<file path="config.mk">
export PLATFORM = sky130hd
export DESIGN_NAME = stat_sync_mon
export DESIGN_NICKNAME = d
export VERILOG_FILES = /design/src/rtl/stat_sync_pkg.sv /design/src/rtl/stat_sync_satcnt.sv /design/src/rtl/stat_sync_dp.sv /design/src/rtl/stat_sync_ctrl.sv /design/src/rtl/stat_sync_mon.sv
export SDC_FILE = /design/constraint.sdc
export NUM_CORES = 1
export LEC_CHECK = 0
export BUFFER_PORTS_ARGS = -buffer_cell sky130_fd_sc_hd__buf_2
export CORE_MARGIN = 10
export CORE_UTILIZATION = 48
export CTS_CLUSTER_SIZE = 16
export DETAILED_ROUTE_END_ITERATION = 10
export PLACE_DENSITY = 0.81
export SYNTH_ARGS = -nofsm -noshare
export SYNTH_HDL_FRONTEND = slang
export SYNTH_SLANG_ARGS = --single-unit
</file>
<file path="constraint.sdc">
create_clock -name clk -period 2.1 [get_ports clk]
set_clock_uncertainty 0.15 [all_clocks]
set_input_delay 0.42 -clock clk [delete_from_list [all_inputs] [get_ports clk]]
set_output_delay 0.42 -clock clk [all_outputs]
set_load 0.05 [all_outputs]
</file>
<file path="src/rtl/stat_sync_pkg.sv">
package stat_sync_pkg;

  typedef struct packed {
    logic incGood;
    logic clrGood;
    logic incBad;
    logic clrBad;
  } cntStrobe_t;

  typedef enum logic {
    SYNC_LOST = 1'b0,
    SYNC_HELD = 1'b1
  } syncState_t;

endpackage

</file>
<file path="src/rtl/stat_sync_satcnt.sv">
module stat_sync_satcnt #(
  parameter int W = 4
) (
  input  logic         clk,
  input  logic         rstN,
  input  logic         inc,
  input  logic         clr,
  output logic [W-1:0] count
);
  localparam logic [W-1:0] CntMax = '1;

  always_ff @(posedge clk) begin
    if (!rstN) begin
      count <= '0;
    end else if (clr) begin
      count <= '0;
    end else if (inc && count != CntMax) begin
      count <= count + 1'b1;
    end
  end
endmodule

</file>
<file path="src/rtl/stat_sync_dp.sv">
module stat_sync_dp
  import stat_sync_pkg::*;
#(
  parameter int CNT_W = 4
) (
  input  logic             clk,
  input  logic             rstN,
  input  cntStrobe_t       strobe,
  output logic [CNT_W-1:0] goodCount,
  output logic [CNT_W-1:0] badCount
);
  stat_sync_satcnt #(.W(CNT_W)) u_goodCnt (
    .clk   (clk),
    .rstN  (rstN),
    .inc   (strobe.incGood),
    .clr   (strobe.clrGood),
    .count (goodCount)
  );

  stat_sync_satcnt #(.W(CNT_W)) u_badCnt (
    .clk   (clk),
    .rstN  (rstN),
    .inc   (strobe.incBad),
    .clr   (strobe.clrBad),
    .count (badCount)
  );
endmodule

</file>
<file path="src/rtl/stat_sync_ctrl.sv">
module stat_sync_ctrl
  import stat_sync_pkg::*;
#(
  parameter int CNT_W = 4
) (
  input  logic             clk,
  input  logic             rstN,
  input  logic             frameDone,
  input  logic             frameErr,
  input  logic             dipErr,
  input  logic [CNT_W-1:0] acqThresh,
  input  logic [CNT_W-1:0] loseThresh,
  input  logic [CNT_W-1:0] goodCount,
  input  logic [CNT_W-1:0] badCount,
  output cntStrobe_t       strobe,
  output logic             inSync
);
  localparam int EW = CNT_W + 1;

  syncState_t state, stateNext;
  logic          frameBad, frameClean;
  logic [EW-1:0] effAcq, effLose, goodPlus, badPlus;
  logic          acqHit, loseHit;

  // one errored frame, however many flags it carries
  assign frameBad   = frameDone & (frameErr | dipErr);
  assign frameClean = frameDone & ~(frameErr | dipErr);

  // zero threshold behaves like one
  assign effAcq  = (acqThresh  == '0) ? EW'(1) : {1'b0, acqThresh};
  assign effLose = (loseThresh == '0) ? EW'(1) : {1'b0, loseThresh};

  assign goodPlus = {1'b0, goodCount} + EW'(1);
  assign badPlus  = {1'b0, badCount}  + EW'(1);
  assign acqHit   = goodPlus >= effAcq;
  assign loseHit  = badPlus  >= effLose;

  always_comb begin
    strobe.incGood = frameClean;
    strobe.clrGood = frameBad;
    strobe.incBad  = frameBad;
    strobe.clrBad  = frameClean;
  end

  always_comb begin
    stateNext = state;
    unique case (state)
      SYNC_LOST: if (frameClean && acqHit) stateNext = SYNC_HELD;
      SYNC_HELD: if (frameBad && loseHit)  stateNext = SYNC_LOST;
      default:   stateNext = SYNC_LOST;
    endcase
  end

  always_ff @(posedge clk) begin
    if (!rstN) state <= SYNC_LOST;
    else       state <= stateNext;
  end

  assign inSync = (state == SYNC_HELD);
endmodule

</file>
<file path="src/rtl/stat_sync_mon.sv">
module stat_sync_mon
  import stat_sync_pkg::*;
#(
  parameter int CNT_W = 4
) (
  input  logic             clk,
  input  logic             rstN,
  input  logic             frameDone,
  input  logic             frameErr,
  input  logic             dipErr,
  input  logic [CNT_W-1:0] acqThresh,
  input  logic [CNT_W-1:0] loseThresh,
  output logic             inSync,
  output logic [CNT_W-1:0] goodCount,
  output logic [CNT_W-1:0] badCount
);
  cntStrobe_t strobe;

  stat_sync_ctrl #(.CNT_W(CNT_W)) u_ctrl (
    .clk        (clk),
    .rstN       (rstN),
    .frameDone  (frameDone),
    .frameErr   (frameErr),
    .dipErr     (dipErr),
    .acqThresh  (acqThresh),
    .loseThresh (loseThresh),
    .goodCount  (goodCount),
    .badCount   (badCount),
    .strobe     (strobe),
    .inSync     (inSync)
  );

  stat_sync_dp #(.CNT_W(CNT_W)) u_dp (
    .clk       (clk),
    .rstN      (rstN),
    .strobe    (strobe),
    .goodCount (goodCount),
    .badCount  (badCount)
  );
endmodule

</file>
## Word level (Yosys, flattened, before mapping)

Index checks and enable logic that the tools add are counted.

| storage, ports and cells | value |
|---|---|
| register bits | 9 |
| input port bits | 13 |
| output and inout port bits | 9 |
| logic and storage cells | 30 |

| cells by class | value |
|---|---|
| $add $sub $neg | 4 |
| $lt $le $gt $ge | 2 |
| equality and inequality tests | 2 |
| mux-type cells | 5 |
| bitwise gates (word level) | 6 |
| reduce and logical (&&, ||, !) cells | 8 |

Operators with widths:

| kind | count |
|---|---|
| $add A4 B1 Y5 const B | 2 |
| $ge A5 B5 Y1 | 2 |
| $add A4 B1 Y4 const B | 2 |
| $logic_not A4 Y1 | 2 |
| $mux W4 | 2 |
| $ne A4 B4 Y1 const B | 2 |
| $logic_and A1 B1 Y1 | 4 |
| $reduce_or A2 Y1 | 2 |
| $not A1 Y1 | 3 |
| $and A1 B1 Y1 | 2 |
| $mux W1 | 2 |
| $pmux W1 S2 | 1 |
| $or A1 B1 Y1 | 1 |

## Longest topological paths before layout

| logic depth | value |
|---|---|
| depth in word-level cells | 6 |
| depth in mapped cells | 8 |
| gate-level depth less buffers | 8 |

## Cells and area by module

From an unflattened synthesis, not the netlist that was laid out.

| unflattened totals | value |
|---|---|
| cell total of the unflattened synthesis | 90 |
| area total of the unflattened synthesis | 763.2 um2 |

By module, submodules not included:

| module | times used | cells each | area each (um2) | seq. area each (um2) |
|---|---|---|---|---|
| stat_sync_satcnt | 2 | 21 | 191.4 | 80.1 |
| stat_sync_ctrl | 1 | 48 | 380.4 | 20.0 |

## Least setup slack after synthesis

OpenSTA, ideal clock, no wires.

| timing path | value |
|---|---|
| path type | register -> register |
| start | register u_dp.u_badCnt.count[0] |
| end | register u_ctrl.state (netlist: u_ctrl.inSync) |
| setup time | 134 ps |
| arrival time | 1740 ps |
| required time | 1816 ps |
| setup slack | 77 ps |
| stages on the path, launching flop included | 7 |
| buffers on the path | 0 |
| period minus slack after synthesis | 2023 ps |
| path through | dfxtp_1 ha_1 xor2_1 ha_1 o21ai_0 o21ai_0 o221ai_1 |

| between the ends | value |
|---|---|
| word-level cells in the longest chain between the ends | 5 |

Ends and longest elaborated chain:

| item | RTL line | source |
|---|---|---|
| start, declared | stat_sync_satcnt.sv:8 | `output logic [W-1:0] count` |
| start signal, assigned | stat_sync_satcnt.sv:18 | `count <= count + 1'b1;` |
| $add A4 B1 Y5 | stat_sync_ctrl.sv:34 | `assign badPlus = {1'b0, badCount} + EW'(1);` |
| net u_ctrl.badPlus[2] | stat_sync_ctrl.sv:22 | `logic [EW-1:0] effAcq, effLose, goodPlus, badPlus;` |
| $ge A5 B5 Y1 | stat_sync_ctrl.sv:36 | `assign loseHit = badPlus >= effLose;` |
| $logic_and A1 B1 Y1 | stat_sync_ctrl.sv:49 | `SYNC_HELD: if (frameBad && loseHit) stateNext = SYNC_LOST;` |
| $mux W1 | stat_sync_ctrl.sv:49 |  |
| $pmux W1 S2 | stat_sync_ctrl.sv:47 | `unique case (state)` |
| end signal, assigned | stat_sync_ctrl.sv:56 | `else state <= stateNext;` |
| end, declared | stat_sync_ctrl.sv:20 | `syncState_t state, stateNext;` |

The timed path passes the listed nets, and every way through them passes these cells.
A chain may end at the register's enable or synchronous reset.

## Worst setup path after layout

Ends and elaborated chain as after synthesis.

==> metrics.txt <==
layout cells sized above 1 28.6%; port buffer count 21; final cell count without fillers 120; combinational power share 24.6%; Commonest cells post-synth ha_1, dfxtp_1, inv_1, nand2_1, nor2_1; post-CTS sizing 0; Hold/Removal Path Class in -> reg; htree depth 1; most common cell in the netlist ha_1; synthesized instance count 79; Post-synth EDFFs 0; Post-route DRC 0; Seq/Total Area, Yosys 26.8%; Synth Register Bits 9; status finished, final reports clean; DR WL/cell 12.1 µm; Total Routing Usage GR 9.68%; Setup TNS 0 ns; Fillers 124; max cap viols 0; initial core utilization 51.0%; slew margin rel. 81.7%; Area growth syn-to-layout 23.5%; pre-CTS setup slack 0.206 ns; clock sinks 9; Crit Path Class reg -> reg; switching pwr 0.000135 W; Area contributors post-synth dfxtp_1, ha_1, xor2_1, inv_1, nand2_1; Power Internal 0.000293 W; die area 3300 µm²; clock tree buffer depth 2; Sw Ratio 31.5%; first-pass GRT wire length 2680 µm; Final WS setup 0.357 ns; R2R Setup Slk 0.36 ns; crit path DAT 1.73 ns; sequential share of power 43.8%; Detailed Place HPWL 1230 µm; syn_nets 102; Clk pin slew, worst setup/hold paths 0.06 ns; Crit-path slowest cell dfxtp_1; Tcrit/Tclk final 83.0%; Primary FF master, synth dfxtp_1; CTS Hold Bufs 0; Placer Congestion 0.864; top cell type's share of synthesized area 26.8%; Yosys cell types 25; Die Y 57.4 µm; Max Slew Vio Count 0; Mapped Avg Cell Area 8.50 µm²; worst reg2reg path startpoint u_dp.u_badCnt.count[0]$_SDFFE_PP0P_; final hold violations 0; initial antenna violation count 0; Remaining Overflow, GRT 0; VDD IR max 0.312 mV; Synth Warn # 0; fin nets 129; Worst Hold Launch rstN; CP Launch Type register; mapped cell area 672 µm²; setup bufs post-CTS 0; pwr dens 516 nW/µm²; largest net degree at the start of global routing 8; clock power share 31.6%; CP max FO 5; hold endpoint u_dp.u_badCnt.count[2]$_SDFFE_PP0P_; measured slew at the worst slew-check pin 0.272 ns; CTS buffer count 3; max incr delay on CP 0.41 ns; CP endpoint kind register; Worst EP required 2.09 ns; Vias 632; Yosys top cell by area dfxtp_1; Post-synth ARST share 0%; CTS root buf clkbuf_4; vias in the first global route 630; Inserted Diodes 0; Ports 22; hold path depth 3; FMAX 574 MHz; worst reg2reg path depth 6; unrepaired setup endpoints after global routing no; starting DRC count in detailed routing 14; Via density 5.27; Tmin final 1.74 ns; core area 1320 µm²; Leak 0.442 nW; Clock Latency Late Sink 0.26 ns; routed wire length 1460 µm; Final setup viols 0; Detail Route Antenna Nets 0; row cnt 13; CTS tree done; DRT Pass-1 Iters 4; placed cells 116; Die Wd 57.4 µm; Crit Reg-Reg Endpoint u_ctrl.inSync$_SDFF_PN0_; critical path cell sequence ha_1 > xor2_1 > ha_1 > o21ai_0 > o21ai_0 > o221ai_1
==> sequential cells by signal, summed over array words and instances, names as in the netlist <==
name	cells
u_dp.u_badCnt.count	4
u_dp.u_goodCnt.count	4
u_ctrl.inSync	1
==> layout make-up <==
class / count / area [µm²] / area share, %
Inverter: 7 / 26.3 / 3.17
Timing Repair Buffer: 22 / 113 / 13.6
Sequential cell: 9 / 180 / 21.7
Tap cell: 15 / 18.8 / 2.26
Clock buffer: 4 / 26.3 / 3.17
Multi-Input combinational cell: 63 / 465 / 56.1
==> through the flow <==
stage                     util (%)  hold slack (ns)  instance area, µm²  total power, W
after floorplan                  -            0.357                 672        0.000264
after global placement        61.0            0.328                 803        0.000295
after detailed placement      61.0            0.337                 803        0.000298
after CTS                     63.0            0.257                 830        0.000437
after global routing          63.0            0.279                 830        0.000459
final                         63.0            0.264                 830        0.000428
==> metal layers <==
layer,vias to the layer above,wire length (µm),global-route usage (%)
met1,275,596,10.3
met2,18,736,16.0
met3,2,117,5.31
met5,-,0,0
met4,0,7,3.02
li1,337,-,-
==> power by group through the flow <==
stage	clock [W]	combinational, W	sequential, W
4_1_cts	0.000142	0.000107	0.000188
3_5_place_dp	0	0.000106	0.000191
2_1_floorplan	0	0.0000498	0.000214
3_3_place_gp	0	0.000104	0.000191
5_1_grt	0.000150	0.000119	0.000189
6_report	0.000135	0.000105	0.000188
==> cells in the final DEF, fill, tap and decap left out, types with 3 or more instances in the layout <==
master	n
a21oi_1	5
buf_2	21
clkbuf_4	3
dfxtp_1	9
ha_1	10
inv_1	7
nand2_1	7
nand2b_1	3
nand3_1	4
nor2_1	7
nor3_1	3
xor2_1	4
==> critical path, delay by kind of cell, from the launching register on <==
family                     cells  cell delay [ns]
adders and majority gates      2             0.61
DFF                            1             0.41
AOI/OAI and AO/OA              3             0.32
xor gates and xnor gates       1             0.11
==> worst max-delay path by stage <==
stage / end / start / slack, ns / cells after the start
4_1_cts: u_ctrl.inSync$_SDFF_PN0_ / u_dp.u_badCnt.count[0]$_SDFFE_PP0P_ / 0.34 / 6
5_1_grt: u_ctrl.inSync$_SDFF_PN0_ / u_dp.u_badCnt.count[0]$_SDFFE_PP0P_ / 0.19 / 6
3_3_place_gp: u_ctrl.inSync$_SDFF_PN0_ / acqThresh[2] / 0.26 / 8
3_5_place_dp: u_ctrl.inSync$_SDFF_PN0_ / acqThresh[2] / 0.21 / 8
6_report: u_ctrl.inSync$_SDFF_PN0_ / u_dp.u_badCnt.count[0]$_SDFFE_PP0P_ / 0.36 / 6
2_1_floorplan: u_ctrl.inSync$_SDFF_PN0_ / u_dp.u_badCnt.count[0]$_SDFFE_PP0P_ / 0.08 / 6
==> logic make-up (layout without fill, tap and decap cells) <==
logic type	Yosys count	count (layout)	synth area share, %
AO/OA/AOI/OAI	18	18	19.4
XOR/XNOR	6	6	7.82
adder cells (fa/ha/maj)	10	10	18.6
buffers and inverters	7	33	3.91
flip-flops	9	9	26.8
multiplexers	1	1	1.49
AND/OR/NAND/NOR	28	28	22.0
Power figures use the tool's default switching activity.
